File: src/rtl/uart_flow_gate.sv
`timescale 1ns/1ps
module uart_flow_gate #(
  parameter int DEPTH = 8,
  parameter int SW_PAUSE = 2,
  parameter int HW_PAUSE = 5,
  parameter int RESUME_LVL = 1,
  parameter logic [7:0] CH_GO = 8'h11,
  parameter logic [7:0] CH_STOP = 8'h13,
  localparam int CW = $clog2(DEPTH + 1)
) (
  input  logic          clk,
  input  logic          rst_n,
  input  logic [1:0]    fc_mode,
  input  logic          rx_valid,
  input  logic [7:0]    rx_data,
  output logic          rq_wr_en,
  output logic [7:0]    rq_wr_data,
  input  logic [CW-1:0] rq_count,
  input  logic          tq_empty,
  input  logic [7:0]    tq_data,
  output logic          tq_pop,
  input  logic          ser_ready,
  output logic          ser_load,
  output logic [7:0]    ser_data,
  input  logic          ser_txd,
  output logic          tx_pin,
  input  logic          rx_pin,
  output logic          ser_rxd
);
  localparam logic [CW-1:0] SW_LVL = CW'(SW_PAUSE);
  localparam logic [CW-1:0] HW_LVL = CW'(HW_PAUSE);
  localparam logic [CW-1:0] GO_LVL = CW'(RESUME_LVL);

  logic sw_m, rts_m, cts_m, flow_m;
  logic rx_hold, ctl_pend, ctl_go, remote_go;
  logic is_ctl, pause_now, resume_now, tx_ok, send_ctl, send_data;
  logic [CW-1:0] pause_lvl;

  assign sw_m   = (fc_mode == 2'd1);
  assign rts_m  = (fc_mode == 2'd2);
  assign cts_m  = (fc_mode == 2'd3);
  assign flow_m = sw_m | rts_m;

  assign is_ctl     = (rx_data == CH_GO) || (rx_data == CH_STOP);
  assign rq_wr_en   = rx_valid && !cts_m && !(sw_m && is_ctl);
  assign rq_wr_data = rx_data;

  assign pause_lvl  = sw_m ? SW_LVL : HW_LVL;
  assign pause_now  = flow_m && !rx_hold && (rq_count == pause_lvl);
  assign resume_now = flow_m && rx_hold && (rq_count == GO_LVL);

  assign tx_ok     = !rts_m && (sw_m ? remote_go : (cts_m ? !rx_pin : 1'b1));
  assign send_ctl  = ser_ready && ctl_pend && sw_m;
  assign send_data = ser_ready && !send_ctl && !tq_empty && tx_ok;
  assign ser_load  = send_ctl | send_data;
  assign ser_data  = send_ctl ? (ctl_go ? CH_GO : CH_STOP) : tq_data;
  assign tq_pop    = send_data;

  assign tx_pin  = rts_m ? rx_hold : ser_txd;
  assign ser_rxd = cts_m ? 1'b1 : rx_pin;

  always_ff @(posedge clk or negedge rst_n) begin
    if (!rst_n) rx_hold <= 1'b0;
    else if (!flow_m) rx_hold <= 1'b0;
    else if (pause_now) rx_hold <= 1'b1;
    else if (resume_now) rx_hold <= 1'b0;
  end

  always_ff @(posedge clk or negedge rst_n) begin
    if (!rst_n) begin
      ctl_pend <= 1'b0;
      ctl_go   <= 1'b0;
    end else if (!sw_m) begin
      ctl_pend <= 1'b0;
    end else begin
      if (send_ctl) ctl_pend <= 1'b0;
      if (pause_now) begin
        ctl_pend <= 1'b1;
        ctl_go   <= 1'b0;
      end else if (resume_now) begin
        ctl_pend <= 1'b1;
        ctl_go   <= 1'b1;
      end
    end
  end

  always_ff @(posedge clk or negedge rst_n) begin
    if (!rst_n) remote_go <= 1'b1;
    else if (!sw_m) remote_go <= 1'b1;
    else if (rx_valid && rx_data == CH_GO) remote_go <= 1'b1;
    else if (rx_valid && rx_data == CH_STOP) remote_go <= 1'b0;
  end

  assert_strip_R2: assert property (@(posedge clk) disable iff (!rst_n)
    (sw_m && rq_wr_en) |-> (rq_wr_data != CH_GO && rq_wr_data != CH_STOP));
  assert_ctl_first_R6: assert property (@(posedge clk) disable iff (!rst_n)
    (sw_m && ctl_pend && ser_ready) |-> (ser_load && !tq_pop));
  assert_rts_rise_R7: assert property (@(posedge clk) disable iff (!rst_n)
    (rts_m && $past(rts_m) && $rose(tx_pin)) |-> ($past(rq_count) == HW_LVL));
  assert_resume_lvl_R5: assert property (@(posedge clk) disable iff (!rst_n)
    (flow_m && $past(flow_m) && $fell(rx_hold)) |-> ($past(rq_count) == GO_LVL));
  assert_rts_no_load_R8: assert property (@(posedge clk) disable iff (!rst_n)
    rts_m |-> !ser_load);
  assert_cts_gate_R9: assert property (@(posedge clk) disable iff (!rst_n)
    (cts_m && tq_pop) |-> !rx_pin);
  assert_cts_no_rx_R9: assert property (@(posedge clk) disable iff (!rst_n)
    cts_m |-> !rq_wr_en);
  assert_pop_loads_R1: assert property (@(posedge clk) disable iff (!rst_n)
    tq_pop |-> (ser_load && !tq_empty));
endmodule

File: config.mk
export PLATFORM = sky130hd
export DESIGN_NAME = uart_flow_gate
export DESIGN_NICKNAME = d
export VERILOG_FILES = /design/src/rtl/uart_flow_gate.sv
export SDC_FILE = /design/constraint.sdc
export NUM_CORES = 1
export LEC_CHECK = 0
export CORE_MARGIN = 1.5
export CORE_UTILIZATION = 26
export DETAILED_ROUTE_END_ITERATION = 10
export PLACE_DENSITY = 0.75
export SETUP_SLACK_MARGIN = 0.2
export SYNTH_ARGS = -nofsm -noshare
export SYNTH_HDL_FRONTEND = slang
export SYNTH_SLANG_ARGS = --single-unit
File: constraint.sdc
create_clock -name clk -period 1.85 [get_ports clk]
set_input_delay 0.555 -clock clk [delete_from_list [all_inputs] [get_ports clk]]
set_output_delay 0.555 -clock clk [all_outputs]
set_load 0.005 [all_outputs]
# Yosys cells after proc, flatten, opt, wreduce, memory -nomap -nowiden

Cells that the tools add are included.

Flip-flop bits (word level): 4
Input port bits: 29
Output and inout bits: 21
Word-level logic and storage cells: 60

Eq/ne operators: 10
Muxes and demuxes: 19
Bitwise operators: 2
Reductions and logical operators: 25

Operators with widths:

| cell               | number |
|---|---|
| $eq 8x5->1 const B | 2 |
| $mux 1             | 16 |
| $logic_and 1x1->1  | 15 |
| $mux 8             | 1 |
| $logic_not 1->1    | 7 |
| $ne 3x1->1 const B | 2 |
| $eq 2x2->1 const B | 2 |
| $eq 4x1->1 const B | 1 |
| $eq 4x3->1         | 1 |
| $ne 4x1->1 const B | 1 |
| $mux 3             | 1 |
| $eq 2x1->1 const B | 1 |
| $mux 2             | 1 |
| $or 1x1->1         | 2 |
| $reduce_and 2->1   | 1 |
| $reduce_bool 2->1  | 1 |
| $logic_or 1x1->1   | 1 |

# Logic depth before layout (Yosys ltp)

Word-level depth: 7
Gate-level depth with buffers: 6

# Least setup slack after synthesis

No wires, ideal clock.

Path kind: input port to output port
From: input fc_mode[1]
To: output ser_load
Data arrival time: 1353 ps
Required time: 1295 ps
Slack: -58 ps
Stages on the path: 6
Buffers on the path: 1
Cells stage by stage: inv_1 ha_1 buf_2 and3b_1 o21ai_0 a21oi_1

Word-level cells in the longest chain between the ends: 7
Elaborated cells between the ends (all ways): 13

Ends and longest elaborated chain:

| item                           | line | source |
|---|---|---|
| start, declared                | 13   | `input logic [1:0] fc_mode,` |
| $eq 2x1->1                     | 39   | `assign sw_m = (fc_mode == 2'd1);` |
| $logic_and 1x1->1              | 53   | `assign send_ctl = ser_ready && ctl_pend && sw_m;` |
| $logic_not 1->1                | 54   | `assign send_data = ser_ready && !send_ctl && !tq_empty && tx_ok;` |
| $logic_and 1x1->1 (3 in a row) | 54   |  |
| $or 1x1->1 *                   | 55   | `assign ser_load = send_ctl \| send_data;` |
| end, declared                  | 23   | `output logic ser_load,` |

Every way passes the cells marked *; elsewhere a longest branch is shown, timed or not.

# Final worst setup path

Same ends and word-level chain as after synthesis.

==> impl_metrics.tcl <==
set metrics [dict create \
    place_ws_ns -1.01 \
    die_w_microns 47.1 \
    ys_top_cells_by_area "dfrtp_1 (15%), buf_4 (12%), nor4b_4 (9.4%), ha_1 (7.4%), and2_1 (6.2%)" \
    clock-sinks 4 \
    dieArea_sq_um 2220 \
    syn_area_sq_um 507 \
    period_share_pct 115 \
    dp_hpwl_microns 1410 \
    dieHeight_microns 47.1 \
    drive_gt1_share_pct 50.4 \
    final.min_clock_period_ns 2.13 \
    p_leak_nw 0.532 \
    critPathTopFamily "buffers and inverters" \
    crit_buf_inv 5 \
    fp.coreArea_sq_um 1780 \
    via_count 661 \
    power.density_nw_per_um2 358 \
    grt_max_degree 9 \
    syn2layout_area_growth_pct 133 \
    cts_inserted_buffers 3 \
    setup_slack_ns -0.282 \
    grt_antenna_before_repair 0 \
    drcViolationCount 0 \
    critical_path.max_stage_delay_ns 0.17 \
    power_mw 0.422 \
    syn_nets 93 \
    path_clk_slew_ns 0.04 \
    drv_slew 0 \
    status "complete, but fails checks" \
    worst_ep_required_time_ns 1.29 \
    gp_congestion 0.721 \
    cpMostUsedCell "buf_6" \
    htree_levels 1 \
    seq_area_sq_um 101 \
    cp_slowest_cell "ha_4" \
    setup_viol 13 \
    rsz0062_at_grt "true" \
    max_clock_freq_mhz 469 \
    startpoint_type "input port" \
    nFillCells 147 \
    wirelength_microns 1960 \
    row_count 15 \
    worst_ep_arrival_time_ns 1.58 \
    synth_cell_types 28 \
    ys_warn_count 0 \
    clock_path_buffers 2 \
    avgSynthCellArea_sq_um 8.31 \
    cts_tree "yes" \
    ys_ff_latch 4 \
    maxSlewHeadroom_pct 82.4 \
    maxCapViolCount 0 \
    grt_pass1_wl_microns 2640 \
    finalClockSkew_ns 0.00448 \
    hold_violations 0 \
    endpoint_kind "primary output" \
    clk_latency_ns 0.25 \
    multi_input_area_sq_um 417 \
    ant_nets 0 \
    grt_usage_pct 17.3 \
    ir_drop_uv 289 \
    crit_path_max_fanout 6 \
    final_common_cell "clkdlybuf4s50_1" \
    whs_ns 0.503 \
    synth_top_area_share_pct 14.8 \
    failed_checks "setup timing" \
    viasPerCell 4.53 \
    drt_iter0_markers 5 \
    cts_root_buf "clkbuf_4" \
    grt-ovfl-total 0 \
    start_util_pct 28.4 \
    path_cells "buf_6 -> buf_8 -> inv_12 -> ha_4 -> buf_6 -> a21oi_4 -> o21ai_2 -> a21oi_2 -> buf_2" \
    yosysTopAreaCell "dfrtp_1" \
    io_buffers 49 \
    crit_type "in -> out" \
    tightestPinTransition_ns 0.263 \
    wl_per_cell_microns 13.5 \
    grt_pass1_vias 625 \
    ys_seq_area_share_pct 20.0 \
    ios 50 \
    dr.pass1.iters 4 \
    final_cell_mix "clkdlybuf4s50_1 (16), dlygate4sd2_1 (11), buf_6 (11)" \
    hold_class "in -> async" \
    finalNetCount 154 \
    diodes 0 \
    synthCells 61 \
]
## metrics by stage
step                      instances  util, %  TNS [ns]  cell area (sq um)
final                           146     66.2     -1.96               1180
after global routing            146     66.2     -2.46               1180
after CTS                       144     62.7     -1.47               1120
after detailed placement        135     59.2    -15.54               1060
after global placement          135     59.2    -14.84               1060
after floorplan                  61        -         0                538
## kinds of logic after synthesis
kind of cell	synth area share (%)
simple gates	38.5
mux	4.44
compound gates	13.8
flops	20.0
fa+ha+maj	7.41
buf+inv	15.8
## path summary, 6_finish.rpt
| check | from | endpoint | slack [ns] | depth (start not counted) |
|---|---|---|---|---|
| max | fc_mode[1] | ser_load | -0.28 | 9 |
| max reg2reg | rx_hold | ctl_go | 0.81 | 3 |
| max in group asynchronous | rst_n | remote_go | 1.11 | 1 |
| min in group clk | ctl_go | ctl_go | 0.59 | 2 |
| min | rst_n | rx_hold | 0.50 | 1 |
| min reg2reg | ctl_go | ctl_go | 0.59 | 2 |
## cell type report
type | count | share of cell area (%)
Clock buffer | 4 | 2.23
Inverter | 4 | 2.33
Tap cell | 25 | 2.65
Timing Repair Buffer | 65 | 48.9
Sequential cell | 4 | 8.59
Multi-Input combinational cell | 44 | 35.3
## synthesized netlist by cell type, drive strengths merged
master,instances
and3b,1
nand2b,4
ha,3
and2,5
dfrtp,3
or3,1
mux2,2
a21oi,5
nor2,4
nand4,1
o21bai,1
a41oi,1
nand2,3
a211oi,1
dfstp,1
inv,4
o22ai,1
nor4b,3
o21ai,3
nand3,1
nor2b,1
nor3b,1
nor4bb,1
buf,9
or2,1
## layer usage
| layer | global-route usage [%] | wire [microns] | vias to the layer above |
|---|---|---|---|
| met5 | 0 | 0 | - |
| met4 | 11.1 | 52 | 0 |
| met3 | 2.31 | 132 | 5 |
| met2 | 32.6 | 1030 | 32 |
| met1 | 17.7 | 751 | 300 |
| li1 | - | - | 324 |
## timing repair
item / in CTS / in global routing
buffers inserted: 5 / 2
gates resized for setup: 106 / 15
hold buffers: 0 / 0
pin swaps: 11 / 7
setup endpoints to repair: 25 / 16
## power breakdown
part / internal (mW) / switching, mW
clock network: 0.0817 / 0.0471
logic: 0.127 / 0.0752
registers: 0.0905 / 0.00128
## sequential cells by signal, indices dropped and copies added (netlist names)
signal / cells
rx_hold: 1
remote_go: 1
ctl_go: 1
ctl_pend: 1
## worst reg2reg max path, delay by kind of cell, from the launching register on
kind                   cells  cell delay, ns
and+or+nand+nor            1            0.27
DFF                        1            0.37
buffers and inverters      1            0.15
AOI/OAI and AO/OA          1            0.12
Note: power is estimated with default switching activity, not from simulation.
